--- config.mk ---
export PLATFORM = sky130hd
export DESIGN_NAME = sdram_mode_capture
export DESIGN_NICKNAME = d
export VERILOG_FILES = /design/src/rtl/sdram_mode_pkg.sv /design/src/rtl/smc_cmd_decode.sv /design/src/rtl/smc_busy_timer.sv /design/src/rtl/smc_base_reg.sv /design/src/rtl/smc_ext_reg.sv /design/src/rtl/sdram_mode_capture.sv
export SDC_FILE = /design/constraint.sdc
export NUM_CORES = 1
export LEC_CHECK = 0
export BUFFER_PORTS_ARGS = -buffer_cell sky130_fd_sc_hd__buf_2
export CAP_MARGIN = 0
export CORE_UTILIZATION = 39
export DETAILED_ROUTE_END_ITERATION = 8
export MAX_ROUTING_LAYER = met4
export PLACE_DENSITY = 0.72
export SYNTH_ARGS = -nofsm -noshare
export SYNTH_HDL_FRONTEND = slang
export SYNTH_SLANG_ARGS = --single-unit
--- constraint.sdc ---
create_clock -name clk -period 5.4 [get_ports clk]
set_input_delay 1.35 -clock clk [delete_from_list [all_inputs] [get_ports clk]]
set_output_delay 1.35 -clock clk [all_outputs]
set_load 0.01 [all_outputs]
--- src/rtl/sdram_mode_pkg.sv ---
package sdram_mode_pkg;

  localparam int DLL_RST_BIT = 8;
  localparam int TEST_BIT    = 7;
  localparam int EXT_RSV_BIT = 4;
  localparam int EXT_TOP_DEF = 8;

  typedef struct packed {
    logic [2:0] bl_code;
    logic       interleave;
    logic [2:0] cl_code;
    logic       test;
  } base_fields_t;

  typedef struct packed {
    logic       dll_off;
    logic [2:0] extent;
    logic [1:0] drive;
    logic [1:0] temp;
  } ext_fields_t;

  function automatic logic [3:0] bl_beats(input logic [2:0] code);
    case (code)
      3'd1:    return 4'd2;
      3'd2:    return 4'd4;
      3'd3:    return 4'd8;
      default: return 4'd0;
    endcase
  endfunction

  function automatic logic [1:0] cl_cycles(input logic [2:0] code);
    case (code)
      3'd2:    return 2'd2;
      3'd3:    return 2'd3;
      default: return 2'd0;
    endcase
  endfunction

endpackage

--- src/rtl/smc_cmd_decode.sv ---
module smc_cmd_decode (
  input  logic clk,
  input  logic rst_n,
  input  logic cs_n,
  input  logic ras_n,
  input  logic cas_n,
  input  logic we_n,
  input  logic cke,
  input  logic banks_idle,
  input  logic bank_sel,
  input  logic busy,
  output logic wr_cmd,
  output logic accept_base,
  output logic accept_ext,
  output logic reject_pulse
);
  logic cke_q;
  logic take;
  logic ready;

  assign wr_cmd      = ~(cs_n | ras_n | cas_n | we_n);
  assign take        = wr_cmd & ~busy;
  assign ready       = cke & cke_q & banks_idle;
  assign accept_base = take & ready & ~bank_sel;
  assign accept_ext  = take & ready & bank_sel;

  always_ff @(posedge clk or negedge rst_n) begin
    if (!rst_n) begin
      cke_q        <= 1'b0;
      reject_pulse <= 1'b0;
    end else begin
      cke_q        <= cke;
      reject_pulse <= take & ~ready;
    end
  end
endmodule

--- src/rtl/smc_busy_timer.sv ---
module smc_busy_timer #(
  parameter int CYCLES = 2
) (
  input  logic clk,
  input  logic rst_n,
  input  logic start,
  output logic busy
);
  localparam int CW = $clog2(CYCLES + 1);
  logic [CW-1:0] cnt;

  assign busy = (cnt != '0);

  always_ff @(posedge clk or negedge rst_n) begin
    if (!rst_n)      cnt <= '0;
    else if (start)  cnt <= CW'(CYCLES);
    else if (busy)   cnt <= cnt - 1'b1;
  end
endmodule

--- src/rtl/smc_base_reg.sv ---
module smc_base_reg
  import sdram_mode_pkg::*;
(
  input  logic         clk,
  input  logic         rst_n,
  input  logic         wr,
  input  logic [8:0]   a,
  output base_fields_t fields,
  output logic         valid,
  output logic         dll_rst,
  output logic         illegal
);
  always_ff @(posedge clk or negedge rst_n) begin
    if (!rst_n) begin
      fields  <= '0;
      valid   <= 1'b0;
      dll_rst <= 1'b0;
      illegal <= 1'b0;
    end else begin
      dll_rst <= wr & a[DLL_RST_BIT];
      illegal <= wr & a[TEST_BIT];
      if (wr) begin
        fields.bl_code    <= a[2:0];
        fields.interleave <= a[3];
        fields.cl_code    <= a[6:4];
        fields.test       <= a[TEST_BIT];
        valid             <= 1'b1;
      end
    end
  end
endmodule

--- src/rtl/smc_ext_reg.sv ---
module smc_ext_reg
  import sdram_mode_pkg::*;
#(
  parameter int ADDR_W = 13
) (
  input  logic              clk,
  input  logic              rst_n,
  input  logic              wr,
  input  logic [ADDR_W-1:0] a,
  input  logic              ba_hi,
  output ext_fields_t       fields,
  output logic              valid,
  output logic              illegal
);
  logic rsv_set;

  generate
    if (ADDR_W > EXT_TOP_DEF + 1) begin : g_wide
      assign rsv_set = a[EXT_RSV_BIT] | ba_hi | (|a[ADDR_W-1:EXT_TOP_DEF+1]);
    end else begin : g_narrow
      assign rsv_set = a[EXT_RSV_BIT] | ba_hi;
    end
  endgenerate

  always_ff @(posedge clk or negedge rst_n) begin
    if (!rst_n) begin
      fields  <= '0;
      valid   <= 1'b0;
      illegal <= 1'b0;
    end else begin
      illegal <= wr & rsv_set;
      if (wr) begin
        fields.dll_off <= a[0];
        fields.extent  <= a[3:1];
        fields.drive   <= a[6:5];
        fields.temp    <= a[8:7];
        valid          <= 1'b1;
      end
    end
  end
endmodule

--- src/rtl/sdram_mode_capture.sv ---
module sdram_mode_capture
  import sdram_mode_pkg::*;
#(
  parameter int ADDR_W      = 13,
  parameter int BUSY_CYCLES = 2
) (
  input  logic              clk,
  input  logic              rst_n,
  input  logic              cke,
  input  logic              cs_n,
  input  logic              ras_n,
  input  logic              cas_n,
  input  logic              we_n,
  input  logic [1:0]        ba,
  input  logic [ADDR_W-1:0] addr,
  input  logic              banks_idle,
  output logic              busy,
  output logic              base_valid,
  output logic              ext_valid,
  output logic [2:0]        burst_code,
  output logic              burst_interleave,
  output logic [3:0]        burst_beats,
  output logic [2:0]        cas_code,
  output logic [1:0]        cas_cycles,
  output logic              test_mode,
  output logic              dll_reset_pulse,
  output logic              dll_enable,
  output logic [1:0]        drive_strength,
  output logic [1:0]        sr_temp,
  output logic [2:0]        sr_extent,
  output logic              unsupported,
  output logic              err_reject,
  output logic              err_illegal
);
  logic         wr_cmd;
  logic         accept_base;
  logic         accept_ext;
  logic         accept_any;
  logic         base_ill;
  logic         ext_ill;
  base_fields_t base_f;
  ext_fields_t  ext_f;
  logic [7:0]   base_word;
  logic [7:0]   ext_word;

  assign accept_any = accept_base | accept_ext;

  smc_cmd_decode u_dec (
    .clk(clk), .rst_n(rst_n), .cs_n(cs_n), .ras_n(ras_n), .cas_n(cas_n),
    .we_n(we_n), .cke(cke), .banks_idle(banks_idle), .bank_sel(ba[0]),
    .busy(busy), .wr_cmd(wr_cmd), .accept_base(accept_base),
    .accept_ext(accept_ext), .reject_pulse(err_reject)
  );

  smc_busy_timer #(.CYCLES(BUSY_CYCLES)) u_busy (
    .clk(clk), .rst_n(rst_n), .start(accept_any), .busy(busy)
  );

  smc_base_reg u_base (
    .clk(clk), .rst_n(rst_n), .wr(accept_base), .a(addr[8:0]),
    .fields(base_f), .valid(base_valid), .dll_rst(dll_reset_pulse),
    .illegal(base_ill)
  );

  smc_ext_reg #(.ADDR_W(ADDR_W)) u_ext (
    .clk(clk), .rst_n(rst_n), .wr(accept_ext), .a(addr), .ba_hi(ba[1]),
    .fields(ext_f), .valid(ext_valid), .illegal(ext_ill)
  );

  assign err_illegal      = base_ill | ext_ill;
  assign burst_code       = base_f.bl_code;
  assign burst_interleave = base_f.interleave;
  assign cas_code         = base_f.cl_code;
  assign test_mode        = base_f.test;
  assign burst_beats      = bl_beats(base_f.bl_code);
  assign cas_cycles       = cl_cycles(base_f.cl_code);
  assign unsupported      = base_valid &
                            ((burst_beats == 4'd0) | (cas_cycles == 2'd0));
  assign dll_enable       = ~ext_f.dll_off;
  assign drive_strength   = ext_f.drive;
  assign sr_temp          = ext_f.temp;
  assign sr_extent        = ext_f.extent;
  assign base_word        = base_f;
  assign ext_word         = ext_f;
endmodule

==> impl_metrics.toml <==
[outcome]
outcome = "finished clean"

[layout]
fin_nets = 152
layout-drive-gt1-share = 0.575
final_cell_count_no_fill = 158
antenna_cells = 0
fillers = 268
syn2layout_area_growth_pct = 20.9

[logic_synthesis]
ys_top_cells_by_area = "dfrtp_1 55%, mux2_4 11%, mux2_2 7.9%, buf_4 5.3%, nor3b_1 2.0%"
yosysTopAreaCell = "dfrtp_1"
yosysWarnings = 0
ys_seq_area_frac = 0.548
syn_nets = 107
synth_top_area_frac = 0.548
avgSynthCellArea_sq_um = 13.8
synth_cell_types = 26
synth-seq-cells = 25
synthesis.area_sq_um = 1140
synthCells = 83

[power]
power_leakage_uw = 0.000813
clockPowerShare = 0.209
intPower_uw = 278
power_frac_seq = 0.567
power.switching_uw = 105
p_sw_frac = 0.273
vdd_drop_max_mv = 0.151
p_per_area_nw_per_um2 = 277
combPwrFrac = 0.224

[clock_tree]
clk_pin_slew_worst_paths_ns = 0.13
cts_setup_buffers = 0
cts_inserted_buffers = 3
ctsResizeCount = 0
htree_levels = 1
clock_latency_ns = 0.31
cts.sinks = 25
postCtsHoldBufs = 0
cts_tree = "done"
cts_root_buf = "clkbuf_4"
cts_buffer_depth = 2

[run]
maxCapViolCount = 0

[sta]
fmax_mhz = 345
final.setup.tns_ns = 0
worst_slew_pin_slew_ns = 0.639
fin_ws_ns = 2.50
layout_min_cycle_time_ns = 2.90
rsz0062_at_grt = "false"
maxSlewViolCount = 0
clock_skew_ns = 0.00621
relSlewSlack = 0.571
final-setup-viol-count = 0
period_share = 0.537
hold_viol = 0
hold_ws_ns = 0.486

[floorplan]
ios = 52
dieHeight_microns = 56.1
start_util = 0.414
die_w_microns = 56.1
num_rows = 19
die_area_sq_um = 3150
core_area_sq_um = 2760

[critical_path]
worstPathRequired_ns = 5.60
cp.arrival_ns = 3.10
max_stage_delay_ns = 0.64
worst-path-max-fanout = 9
start_kind = "primary input"
critPathKind = "primary input to flop"
path_cells = "buf_2 > or4b_1 > nor4_4 > mux2_2"
crit_path_end_kind = "flop"
cp_slowest_cell = "or4b_1"

[place]
pre_cts_slack_ns = 2.12
hpwl_mm = 1.61
gp_congestion = 0.748
placedCellCount = 154
portBuffers = 50

[detailed_routing]
via_per_inst = 4.73
drcViolationCount = 0
antenna_left = 0
routed-via-count = 747
drt_iter0_drc = 9
wirelength_mm = 2.04
drt_pass1_iterations = 2
wire_per_inst_microns = 12.9

[hold_path]
hp-class = "flop to flop"

[global_routing]
grt.overflow.total = 0
grt_pass1_vias = 776
grt_usage = 0.156
antenna_found_initial = 0
grt_max_degree = 26
grt_pass1_wl_mm = 3.68
power groups by stage:
stage | sequential (uW) | clock (uW) | combinational (uW)
after floorplan | 221 | 0 | 53.9
after detailed placement | 221 | 0 | 87.7
after global placement | 220 | 0 | 84.2
final | 217 | 80.1 | 85.7
after global routing | 220 | 94.1 | 96.2
after CTS | 217 | 84.4 | 87.7
per-stage QoR:
stage          cell area [sq um]  total power [uW]   util
2_1_floorplan               1140               275      -
3_3_place_gp                1360               304  0.491
3_5_place_dp                1360               309  0.491
4_1_cts                     1380               390  0.501
5_1_grt                     1380               410  0.501
6_report                    1380               383  0.501
final timing paths:
path | from | end | slack [ns] | cells past startpoint
worst min-delay path | u_busy.cnt[0] | u_busy.cnt[0] | 0.49 | 1
min in group asynchronous | rst_n | u_ext.fields[4] | 1.00 | 1
worst min register to register | u_busy.cnt[0] | u_busy.cnt[0] | 0.49 | 1
worst max-delay path | cs_n | u_base.fields[2] | 2.50 | 4
max in group asynchronous | rst_n | u_ext.fields[1] | 4.03 | 1
worst max register to register | u_busy.cnt[0] | u_base.fields[2] | 3.03 | 5
synth_stat cells:
cell type	n
dfrtp_1	25
buf_4	8
mux2_2	8
mux2_4	8
inv_1	5
and2_1	3
nor3b_1	3
mux2i_1	2
nor3_1	2
o21ai_0	2
or2_2	2
and3b_1	1
buf_2	1
buf_6	1
conb_1	1
ha_1	1
nand2b_1	1
nand3_1	1
nand4b_1	1
nor2b_1	1
nor4_4	1
o21a_1	1
o31a_1	1
or4_1	1
or4_4	1
or4b_1	1
sequential cells by signal (all words and copies together), names as in the netlist:
signal,flops
u_base.dll_rst,1
u_dec.reject_pulse,1
u_ext.illegal,1
u_base.fields,8
u_ext.fields,8
u_busy.cnt,2
u_dec.cke_q,1
u_ext.valid,1
u_base.valid,1
u_base.illegal,1
worst max-delay path, delay by kind of cell:
| kind | cells | cell delay (ns) |
|---|---|---|
| mux | 1 | 0.41 |
| buf+inv | 1 | 0.10 |
| simple gates | 2 | 1.24 |
routing by layer:
metal / wire length (microns) / GRT usage / up-vias
met4: 13 / 0.0627 / 0
met5: 0 / - / -
met1: 895 / 0.200 / 355
met2: 1030 / 0.248 / 26
li1: - / - / 364
met3: 102 / 0.0233 / 2
cells by family (layout without fill, tap and decap cells):
group	after synthesis	in the layout	synth area share
DFF	25	25	0.548
and+or+nand+nor	19	19	0.130
muxes	18	18	0.202
AOI/OAI and AO/OA	4	4	0.0230
buffers and inverters	15	59	0.0832
adders and majority gates	1	1	0.0110
other	1	1	0.00328
layout make-up:
type / count / area [sq um] / share of cell area
clock buffers: 4 / 26.3 / 0.0190
flip-flops and latches: 25 / 626 / 0.453
well taps: 31 / 38.8 / 0.0281
repair buffers: 50 / 250 / 0.181
multi-input cells: 43 / 422 / 0.305
inverters: 5 / 18.8 / 0.0136
placed cells by master, fill, tap and decap left out, types with 2 or more instances in the layout:
cell	n
nor3_1	2
mux2_4	8
mux2_2	8
mux2i_1	2
nor3b_1	3
o21ai_0	2
buf_2	50
and2_1	3
dfrtp_1	25
clkbuf_4	3
inv_1	5
or2_2	2
No activity file was read; power rests on OpenSTA's default activity.
